[src/rtl/ibd_pkg.sv]
`timescale 1ns/1ps
package ibd_pkg;

   // opcode families that steer the byte collection
   typedef enum logic [1:0] {
      OPC_BAD       = 2'd0,
      OPC_PUSH      = 2'd1,
      OPC_MODRM     = 2'd2,
      OPC_MODRM_IMM = 2'd3
   } opc_kind_t;

   // which byte of the instruction is expected next
   typedef enum logic [1:0] {
      ST_OPC  = 2'd0,
      ST_SPEC = 2'd1,
      ST_DISP = 2'd2,
      ST_IMM  = 2'd3
   } dec_state_t;

   localparam logic [1:0] MODE_REG_REG = 2'b11;
   localparam logic [2:0] RM_DIRECT    = 3'b110;
   localparam logic [7:0] OPC_GRP_IMM  = 8'h81;

endpackage

[src/rtl/ibd_op_class.sv]
`timescale 1ns/1ps
module ibd_op_class
   import ibd_pkg::*;
(
   input  logic [7:0] op,
   output opc_kind_t  kind
);
   always_comb begin
      if (op inside {[8'h50:8'h57]}) begin
         kind = OPC_PUSH;
      end else begin
         unique case (op)
            8'h01, 8'h03, 8'h89, 8'h8B: kind = OPC_MODRM;
            OPC_GRP_IMM:                kind = OPC_MODRM_IMM;
            default:                    kind = OPC_BAD;
         endcase
      end
   end
endmodule

[src/rtl/ibd_disp_count.sv]
`timescale 1ns/1ps
module ibd_disp_count
   import ibd_pkg::*;
#(
   parameter int CNT_W = 2
)(
   input  logic [1:0]       mode,
   input  logic [2:0]       rm,
   output logic [CNT_W-1:0] n
);
   always_comb begin
      unique case (mode)
         2'b01:   n = CNT_W'(1);
         2'b10:   n = CNT_W'(2);
         2'b00:   n = (rm == RM_DIRECT) ? CNT_W'(2) : CNT_W'(0);
         default: n = CNT_W'(0);
      endcase
   end
endmodule

[src/rtl/ibd_field_acc.sv]
`timescale 1ns/1ps
module ibd_field_acc #(
   parameter int BYTE_W     = 8,
   parameter int NBYTES     = 2,
   parameter int IDX_W      = 2,
   parameter bit SEXT_FIRST = 1'b0,
   localparam int W         = BYTE_W * NBYTES
)(
   input  logic              clk,
   input  logic              rst_n,
   input  logic              clr,
   input  logic              load,
   input  logic [IDX_W-1:0]  idx,
   input  logic [BYTE_W-1:0] din,
   output logic [W-1:0]      val
);
   logic [W-1:0] first_ext;
   logic [W-1:0] nxt;

   generate
      if (SEXT_FIRST) begin : g_sext
         assign first_ext = {{(W-BYTE_W){din[BYTE_W-1]}}, din};
      end else begin : g_zext
         assign first_ext = {{(W-BYTE_W){1'b0}}, din};
      end
   endgenerate

   always_comb begin
      nxt = val;
      if (clr) begin
         nxt = '0;
      end else if (load) begin
         if (idx == '0) begin
            nxt = first_ext;
         end else begin
            for (int k = 1; k < NBYTES; k++) begin
               if (idx == IDX_W'(k)) nxt[k*BYTE_W +: BYTE_W] = din;
            end
         end
      end
   end

   always_ff @(posedge clk or negedge rst_n) begin
      if (!rst_n) val <= '0;
      else        val <= nxt;
   end

   // a loaded byte always lands inside the field
   a_r5_idx_in_field: assert property (@(posedge clk) disable iff (!rst_n)
      load |-> (int'(idx) < NBYTES));
endmodule

[src/rtl/ibyte_decoder.sv]
`timescale 1ns/1ps
module ibyte_decoder
   import ibd_pkg::*;
#(
   parameter int  BYTE_W      = 8,
   parameter int  FIELD_BYTES = 2,
   parameter bit  SEXT_DISP8  = 1'b1,
   localparam int FIELD_W     = BYTE_W * FIELD_BYTES,
   localparam int MAX_LEN     = 2 + 2 * FIELD_BYTES,
   localparam int LEN_W       = $clog2(MAX_LEN + 1),
   localparam int CNT_W       = $clog2(FIELD_BYTES + 1)
)(
   input  logic               clk,
   input  logic               rst_n,
   input  logic               in_valid,
   input  logic [BYTE_W-1:0]  in_byte,
   output logic               in_ready,
   output logic               rec_valid,
   output logic               rec_err,
   output logic [7:0]         rec_opcode,
   output logic [1:0]         rec_mode,
   output logic [2:0]         rec_reg,
   output logic [2:0]         rec_rm,
   output logic [FIELD_W-1:0] rec_disp,
   output logic [FIELD_W-1:0] rec_imm,
   output logic [LEN_W-1:0]   rec_len
);
   generate
      if (BYTE_W != 8) begin : g_bad_byte_w
         $error("ibyte_decoder: the encoding needs BYTE_W of 8");
      end
      if (FIELD_BYTES != 2) begin : g_bad_field
         $error("ibyte_decoder: displacement and immediate fields are two bytes");
      end
   endgenerate

   dec_state_t       st_q;
   logic             ready_q, vld_q, err_q, imm_need_q;
   logic [7:0]       opc_q;
   logic [1:0]       mode_q;
   logic [2:0]       reg_q, rm_q;
   logic [LEN_W-1:0] len_q;
   logic [CNT_W-1:0] remain_q, idx_q;

   logic             acc, done_c;
   opc_kind_t        kind_c;
   logic [CNT_W-1:0] dcnt_c;

   assign acc = in_valid & ready_q;

   ibd_op_class u_cls (
      .op   (in_byte[7:0]),
      .kind (kind_c)
   );

   ibd_disp_count #(.CNT_W(CNT_W)) u_dcnt (
      .mode (in_byte[7:6]),
      .rm   (in_byte[2:0]),
      .n    (dcnt_c)
   );

   ibd_field_acc #(
      .BYTE_W(BYTE_W), .NBYTES(FIELD_BYTES), .IDX_W(CNT_W), .SEXT_FIRST(SEXT_DISP8)
   ) u_disp (
      .clk(clk), .rst_n(rst_n),
      .clr  (acc && st_q == ST_OPC),
      .load (acc && st_q == ST_DISP),
      .idx(idx_q), .din(in_byte), .val(rec_disp)
   );

   ibd_field_acc #(
      .BYTE_W(BYTE_W), .NBYTES(FIELD_BYTES), .IDX_W(CNT_W), .SEXT_FIRST(1'b0)
   ) u_imm (
      .clk(clk), .rst_n(rst_n),
      .clr  (acc && st_q == ST_OPC),
      .load (acc && st_q == ST_IMM),
      .idx(idx_q), .din(in_byte), .val(rec_imm)
   );

   // the accepted byte closes the instruction
   always_comb begin
      done_c = 1'b0;
      if (acc) begin
         unique case (st_q)
            ST_OPC:  done_c = (kind_c == OPC_PUSH) || (kind_c == OPC_BAD);
            ST_SPEC: done_c = (dcnt_c == '0) && !imm_need_q;
            ST_DISP: done_c = (remain_q == CNT_W'(1)) && !imm_need_q;
            ST_IMM:  done_c = (remain_q == CNT_W'(1));
         endcase
      end
   end

   always_ff @(posedge clk or negedge rst_n) begin
      if (!rst_n) begin
         st_q       <= ST_OPC;
         ready_q    <= 1'b0;
         vld_q      <= 1'b0;
         err_q      <= 1'b0;
         imm_need_q <= 1'b0;
         opc_q      <= '0;
         mode_q     <= '0;
         reg_q      <= '0;
         rm_q       <= '0;
         len_q      <= '0;
         remain_q   <= '0;
         idx_q      <= '0;
      end else begin
         ready_q <= 1'b1;
         vld_q   <= done_c;
         if (acc) begin
            unique case (st_q)
               ST_OPC: begin
                  opc_q      <= in_byte[7:0];
                  mode_q     <= '0;
                  reg_q      <= '0;
                  rm_q       <= '0;
                  len_q      <= LEN_W'(1);
                  err_q      <= (kind_c == OPC_BAD);
                  imm_need_q <= (kind_c == OPC_MODRM_IMM);
                  if (kind_c == OPC_PUSH) begin
                     mode_q <= MODE_REG_REG;
                     reg_q  <= in_byte[2:0];
                  end
                  if (kind_c == OPC_MODRM || kind_c == OPC_MODRM_IMM) st_q <= ST_SPEC;
               end
               ST_SPEC: begin
                  mode_q <= in_byte[7:6];
                  reg_q  <= in_byte[5:3];
                  rm_q   <= in_byte[2:0];
                  len_q  <= len_q + LEN_W'(1);
                  idx_q  <= '0;
                  if (dcnt_c != '0) begin
                     st_q     <= ST_DISP;
                     remain_q <= dcnt_c;
                  end else if (imm_need_q) begin
                     st_q     <= ST_IMM;
                     remain_q <= CNT_W'(FIELD_BYTES);
                  end else begin
                     st_q <= ST_OPC;
                  end
               end
               ST_DISP: begin
                  len_q    <= len_q + LEN_W'(1);
                  idx_q    <= idx_q + CNT_W'(1);
                  remain_q <= remain_q - CNT_W'(1);
                  if (remain_q == CNT_W'(1)) begin
                     idx_q <= '0;
                     if (imm_need_q) begin
                        st_q     <= ST_IMM;
                        remain_q <= CNT_W'(FIELD_BYTES);
                     end else begin
                        st_q <= ST_OPC;
                     end
                  end
               end
               ST_IMM: begin
                  len_q    <= len_q + LEN_W'(1);
                  idx_q    <= idx_q + CNT_W'(1);
                  remain_q <= remain_q - CNT_W'(1);
                  if (remain_q == CNT_W'(1)) st_q <= ST_OPC;
               end
            endcase
         end
      end
   end

   assign in_ready   = ready_q;
   assign rec_valid  = vld_q;
   assign rec_err    = err_q;
   assign rec_opcode = opc_q;
   assign rec_mode   = mode_q;
   assign rec_reg    = reg_q;
   assign rec_rm     = rm_q;
   assign rec_len    = len_q;

   // a reported length is always within one to the maximum
   a_r7_len_range: assert property (@(posedge clk) disable iff (!rst_n)
      rec_valid |-> (rec_len >= LEN_W'(1) && rec_len <= LEN_W'(MAX_LEN)));

   // a record only ever follows an accepted byte
   a_r9_after_accept: assert property (@(posedge clk) disable iff (!rst_n)
      rec_valid |-> $past(in_valid && in_ready));

   // error records are single-byte with no specifier content
   a_r8_err_single: assert property (@(posedge clk) disable iff (!rst_n)
      (rec_valid && rec_err) |-> (rec_len == LEN_W'(1) && rec_mode == 2'b00 && rec_imm == '0));

   // push records are one byte and never flagged
   a_r2_push_len: assert property (@(posedge clk) disable iff (!rst_n)
      (rec_valid && rec_opcode[7:3] == 5'b01010) |-> (rec_len == LEN_W'(1) && !rec_err));

   // the immediate form is at least opcode, specifier and two immediate bytes
   a_r6_imm_len: assert property (@(posedge clk) disable iff (!rst_n)
      (rec_valid && rec_opcode == OPC_GRP_IMM) |-> (rec_len >= LEN_W'(4)));

   // register-register forms carry no displacement
   a_r4_regreg_len: assert property (@(posedge clk) disable iff (!rst_n)
      (rec_valid && !rec_err && rec_opcode[7:3] != 5'b01010 && rec_mode == MODE_REG_REG)
      |-> (rec_len == ((rec_opcode == OPC_GRP_IMM) ? LEN_W'(4) : LEN_W'(2))));

   // the collection state holds while no byte is accepted
   a_r10_stall_hold: assert property (@(posedge clk) disable iff (!rst_n)
      !(in_valid && in_ready) |=> $stable(st_q));
endmodule

[config.mk]
export PLATFORM = sky130hd
export DESIGN_NAME = ibyte_decoder
export DESIGN_NICKNAME = d
export VERILOG_FILES = /design/src/rtl/ibd_pkg.sv /design/src/rtl/ibd_op_class.sv /design/src/rtl/ibd_disp_count.sv /design/src/rtl/ibd_field_acc.sv /design/src/rtl/ibyte_decoder.sv
export SDC_FILE = /design/constraint.sdc
export NUM_CORES = 1
export LEC_CHECK = 0
export BUFFER_PORTS_ARGS = -buffer_cell sky130_fd_sc_hd__buf_2
export CAP_MARGIN = 20
export CORE_ASPECT_RATIO = 1.25
export CORE_MARGIN = 3
export CORE_UTILIZATION = 49
export DETAILED_ROUTE_END_ITERATION = 10
export PLACE_DENSITY_LB_ADDON = 0.1
export SYNTH_ARGS = -nofsm -noshare
export SYNTH_HDL_FRONTEND = slang
export SYNTH_SLANG_ARGS = --single-unit
[constraint.sdc]
create_clock -name clk -period 2.1 [get_ports clk]
set_clock_uncertainty 0.15 [all_clocks]
set_input_delay 0.42 -clock clk [delete_from_list [all_inputs] [get_ports clk]]
set_output_delay 0.42 -clock clk [all_outputs]
set_load 0.01 [all_outputs]
Word-level counts from Yosys, hierarchy flattened
Cells that the tools add are included.

Bits in registers: 61. Input bits: 11. Output and inout bits: 54. Word-level logic and storage cells: 107.

Add/sub/neg operators: 3. Order comparisons: 2. Eq/ne operators: 20. Multiplexer cells: 33. Bitwise operators: 1. Reduce and logical (&&, ||, !) cells: 32.

Operator list (number): $mux 16 (4); $mux 8 (4); $mux 2 (13); $eq 8x8->1 const B (3); $pmux 2 s3 (3); $pmux 3 s2 (3); $reduce_and 2->1 (7); $eq 2x1->1 const B (5); $eq 2x2->1 const B (5); $logic_not 2->1 (5); $reduce_bool 2->1 (5); $eq 8x1->1 const B (1); $eq 8x2->1 const B (1); $ge 8x7->1 const B (1); $le 8x7->1 const B (1); $pmux 2 s2 (2); $pmux 2 s4 (1); $logic_and 1x1->1 (6); $ne 2x1->1 const B (3); $reduce_bool 3->1 (2); $pmux 1 s4 (1); $reduce_and 4->1 (1); $reduce_or 4->1 (1); $add 3x1->3 const B (1); 11 further kinds (12).

Longest topological paths before layout
Depth after elaboration: 8. Depth in mapped cells: 7. Mapped depth without buffers: 6.

Modules after synthesis
From an unflattened synthesis, not the netlist that was laid out.

Cell total of the unflattened synthesis: 284. Area, all modules: 2951.6 sq um.

Modules (own cells, without submodules): ibyte_decoder (times used 1, cells each 133, area each 1462.7 sq um, seq. area each 725.7 sq um); ibd_field_acc at u_disp (times used 1, cells each 63, area each 719.4 sq um, seq. area each 400.4 sq um); ibd_field_acc at u_imm (times used 1, cells each 74, area each 681.9 sq um, seq. area each 400.4 sq um); ibd_op_class (times used 1, cells each 10, area each 65.1 sq um, seq. area each 0.0 sq um); ibd_disp_count (times used 1, cells each 4, area each 22.5 sq um, seq. area each 0.0 sq um).

Worst setup path after synthesis
Ideal clock, no wire load.

Kind: register -> register. Start: register st_q[0]. End: register u_disp.val[0]. Library setup time: 125 ps. Arrival time: 1826 ps. Data required time: 1825 ps. Slack: -1 ps. Stages on the path, launching flop included: 7. Buffers on the path: 1. Period minus slack after synthesis: 2101 ps. Cell sequence: dfrtp_1 inv_1 ha_1 clkbuf_1 nand2_1 a21oi_1 mux2_2.

Cells in the longest elaborated chain, start to end: 4. Elaborated cells between the ends (all ways): 8. Classes of those cells: eq/ne (1); mux (1); reduce/logical (6).

Ends and longest elaborated chain: start: declaration (RTL line ibyte_decoder.sv:37) `dec_state_t st_q;`; start signal: assignment (RTL line ibyte_decoder.sv:95) `st_q <= ST_OPC;`; start signal: assignment (RTL line ibyte_decoder.sv:124) `if (kind_c == OPC_MODRM || kind_c == OPC_MODRM_IMM) st_q <= ST_SPEC;`; start signal: assignment (RTL line ibyte_decoder.sv:133) `st_q <= ST_DISP;`; $eq 2x2->1 or $logic_not 2->1 (tied branches) (RTL line ibyte_decoder.sv:67, ibyte_decoder.sv:66); $logic_and 1x1->1, on equally long branches (RTL line ibyte_decoder.sv:67, ibyte_decoder.sv:66); $reduce_bool 2->1 (no line); $reduce_and 2->1 (no line); end signal: assignment (RTL line ibd_field_acc.sv:45) `else val <= nxt;`; end: declaration (RTL line ibd_field_acc.sv:15) `output logic [W-1:0] val`.

Parallel ways exist; a longest one is shown, timed or not. A chain may end at the register's enable or synchronous reset.

Worst setup path in the final report
Start: register st_q[1]. End: register u_imm.val[0].

Cells in the longest elaborated chain, start to end: 4. Elaborated cells between the ends (all ways): 8. Classes of those cells: eq/ne (1); mux (1); reduce/logical (6).

Ends and longest elaborated chain (RTL line): $eq 2x2->1 or $logic_not 2->1 (tied branches) (ibyte_decoder.sv:76, ibyte_decoder.sv:75); $logic_and 1x1->1, on equally long branches (ibyte_decoder.sv:76, ibyte_decoder.sv:75); $reduce_bool 2->1 (no line); $reduce_and 2->1 (no line); end signal: assignment (ibd_field_acc.sv:45); end: declaration (ibd_field_acc.sv:15).

Parallel ways exist; a longest one is shown, timed or not.

==> metrics.md <==
| Metric | Value |
|---|---|
| Max incr delay on CP | `about 0.40 ns` |
| DP HPWL | `4890 µm` |
| Slew Limit Fails | `0` |
| Fill cells | `between 400 and 500` |
| Critical Path Sink Type | `flip-flop` |
| IO Pins | `65` |
| Antenna cell count | `0` |
| Max Freq | `a little over 500 MHz` |
| Worst skew pair latency | `around 0.35 ns` |
| Ys async rst share | `100%` |
| Chip Width | `between 70 and 80 µm` |
| Worst min path class | `in -> reg` |
| Gate Count Post-Synth | `roughly 280` |
| Placer Congestion | `between 0.8 and 0.9` |
| Simple-Gate Fraction of Synth Area | `~15%` |
| Pwr Density | `about 1400 nW/µm²` |
| Crit path launch type | `flip-flop` |
| Crit path max-delay family | `buffers and inverters` |
| Largest family of logic cells by synthesized area | `simple AND/OR/NAND/NOR gates` |
| Post-DRT Antenna Nets | `0` |
| Synth Area in Compound Gates | `between 10 and 15%` |
| Final WL | `approximately 7000 µm` |
| Yosys Warn Count | `0` |
| Layout cells sized above 1 | `between 30% and 40%` |
| Crit share post-route | `a little over 90%` |
| Final Hold Vio Count | `0` |
| Arrival @ worst endpoint | `about 2 ns` |
| Number of synthesized flops with an enable pin | `0` |
| Post-CTS setup repair buffer count | `0` |
| Die area | `slightly below 7000 µm²` |
| Syn Nets | `between 300 and 400` |
| CTS buffer count | `9` |
| Grt ovf | `0` |
| Multi-input combinational cell area | `approximately 1300 µm²` |
| Leak | `around 0.0018 µW` |
| Place WS | `-0.0627 ns` |
| Mux cell area share after synthesis | `between 10% and 20%` |
| Seq cells post-synth | `a little over 60` |
| Crit Path Max Fanout | `7` |
| Final worst setup slack | `~0.14 ns` |
| Mapped Area | `about 2900 µm²` |
| Worst path most repeated cell | `inv_1` |
| RSZ-0062 raised after global routing | `false` |
| Status | `complete, no violations` |
| WL per Instance | `16.0 µm` |
| P&R area growth vs syn | `24.8%` |
| CTS root buffer | `clkbuf_8` |
| Yosys top cell area share | `52.5%` |
| Initial drt markers | `140` |
| Final setup fails | `0` |
| DRT Pass-1 Iters | `6` |
| Initial antenna violation count | `0` |
| First-pass GRT wire length | `about 12000 µm` |
| Tot GR Track Use | `between 20% and 30%` |
| Count leader, synth | `dfrtp_1` |
| Die height | `a little over 90 µm` |
| Seq. cell area | `roughly 1500 µm²` |
| Max VDD drop | `~0.76 mV` |
| WS Path Type | `reg -> reg` |
| TritonCTS clock tree | `built` |
| Hold path cells | `3` |
| Total number of vias | `~2400` |
| # nets final | `approximately 380` |
| Clock Tree Buf Depth | `2` |
| CP Buf/Inv Count | `3` |
| Area leader, netlist | `dfrtp_1` |
| DRC Markers | `0` |
| Final min period | `approximately 2.0 ns` |
| PortBufs | `64` |
| Largest net degree at the start of global routing | `62` |
| Max Cap Viol | `0` |
| Hold worst-path end | `rec_opcode[5]` |
| Hold path start | `in_byte[5]` |
| Tot Pwr | `slightly above 5000 µW` |
| Distinct cells, synth | `40` |
| R2R Setup Slk | `around 0.14 ns` |
| Reg2reg end | `u_imm.val[0]` |
| Worst r2r path cells | `6` |
| Cell row count | `30` |
| Sequential area share after synthesis | `52.5%` |
| Placeable Area | `between 5000 and 6000 µm²` |
| Avg Inst Size Synth | `about 10 µm²` |
| Vias/cell | `around 5.4` |
| Post-Synth XOR/XNOR Area | `0%` |
| Leading post-synthesis cells by cell area | `dfrtp_1, mux2_2, nand2_1, o21ai_0, ha_1` |
| CP cell instances | `inv_1, ha_1, inv_1, a21oi_1, buf_4, mux2_2` |
| Vias in the first global route | `about 2300` |
| Clk pin slew, worst setup/hold paths | `about 0.07 ns` |
| Critical Path RT | `roughly 2.2 ns` |
| Starting Density | `52.0%` |
| Adder-cell area share of the yosys netlist | `roughly 3.9%` |
| Reg2Reg Launch Point | `st_q[1]` |
| Number of H-tree levels | `3` |
| CP max-delay cell | `dfrtp_1` |
| Commonest cells in the netlist | `dfrtp_1, nand2_1, o21ai_0, mux2_2, inv_1` |
| Most used DFF post-synth | `dfrtp_1` |
| Sink Count | `between 60 and 70` |
## report_power, final
part / switching [µW] / total, µW / internal, µW
combinational: 1140 / 2100 / 958
sequential: 285 / 1990 / 1700
clock: 473 / 1050 / 575
## metrics by stage
step | setup TNS [ns] | instances | utilization [%] | instance area (µm²) | hold slack [ns]
global route | 0 | 433 | 64.9 | 3630 | 0.252
global placement | -0.0620 | 416 | 61.0 | 3410 | 0.304
detailed placement | -0.0822 | 416 | 61.0 | 3410 | 0.308
CTS | 0 | 433 | 64.8 | 3620 | 0.237
floorplan | 0 | 282 | - | 2910 | -0.0256
finish | 0 | 433 | 64.9 | 3630 | 0.248
## cell families after synthesis
logic type	after synthesis
other	1
muxes	27
DFF	61
buffers and inverters	31
AOI/OAI and AO/OA	64
adders and majority gates	9
and+or+nand+nor	89
## worst register-to-register path: cells and delay by family, from the launching register on
kind                       cells  cell delay, ns
adders and majority gates      1            0.32
AOI/OAI and AO/OA              1            0.16
muxes                          1            0.35
DFF                            1            0.40
buffers and inverters          3            0.48
## cells in the final DEF, fill, tap and decap left out, types with 3 or more instances in the layout
master	instances
a32o_1	3
dfrtp_1	61
nand3_1	12
a21oi_1	15
o21ai_0	28
mux2_2	21
inv_1	18
and2_1	8
nand2b_1	6
nor2_1	8
ha_1	9
buf_2	64
buf_4	17
clkbuf_8	10
clkinvlp_4	3
mux2i_1	4
nand2_1	42
a22oi_1	3
## layer usage
| layer | up-vias | global-route usage [%] | wire (µm) |
|---|---|---|---|
| li1 | 1147 | - | - |
| met1 | 1118 | 30.4 | 3090 |
| met2 | 77 | 33.6 | 3350 |
| met3 | 11 | 4.61 | 363 |
| met4 | 0 | 10.4 | 109 |
| met5 | - | 0 | 0 |
## area by class of cell
| cell class | count | share of cell area (%) |
|---|---|---|
| sequential | 61 | 42.1 |
| multi-input combinational | 190 | 35.1 |
| timing repair buffer | 83 | 13.2 |
| clock buffer | 10 | 3.79 |
| tap | 64 | 2.21 |
| inverter | 19 | 1.97 |
| clock inverter | 6 | 1.72 |
## worst max path at each step
stage / start / end / cells after the start
5_1_grt: st_q[1] / u_disp.val[11] / 5
3_3_place_gp: in_byte[4] / st_q[0] / 5
6_report: st_q[1] / u_imm.val[0] / 6
4_1_cts: st_q[1] / rec_reg[2] / 5
2_1_floorplan: idx_q[0] / u_imm.val[0] / 6
3_5_place_dp: in_byte[4] / st_q[0] / 5
## what timing repair did
action	4_1_cts	5_1_grt
endpoints found under the setup margin	0	13
hold endpoints to repair	61	0
hold buffers	1	0
resized for setup	0	2
Power figures use the tool's default switching activity.
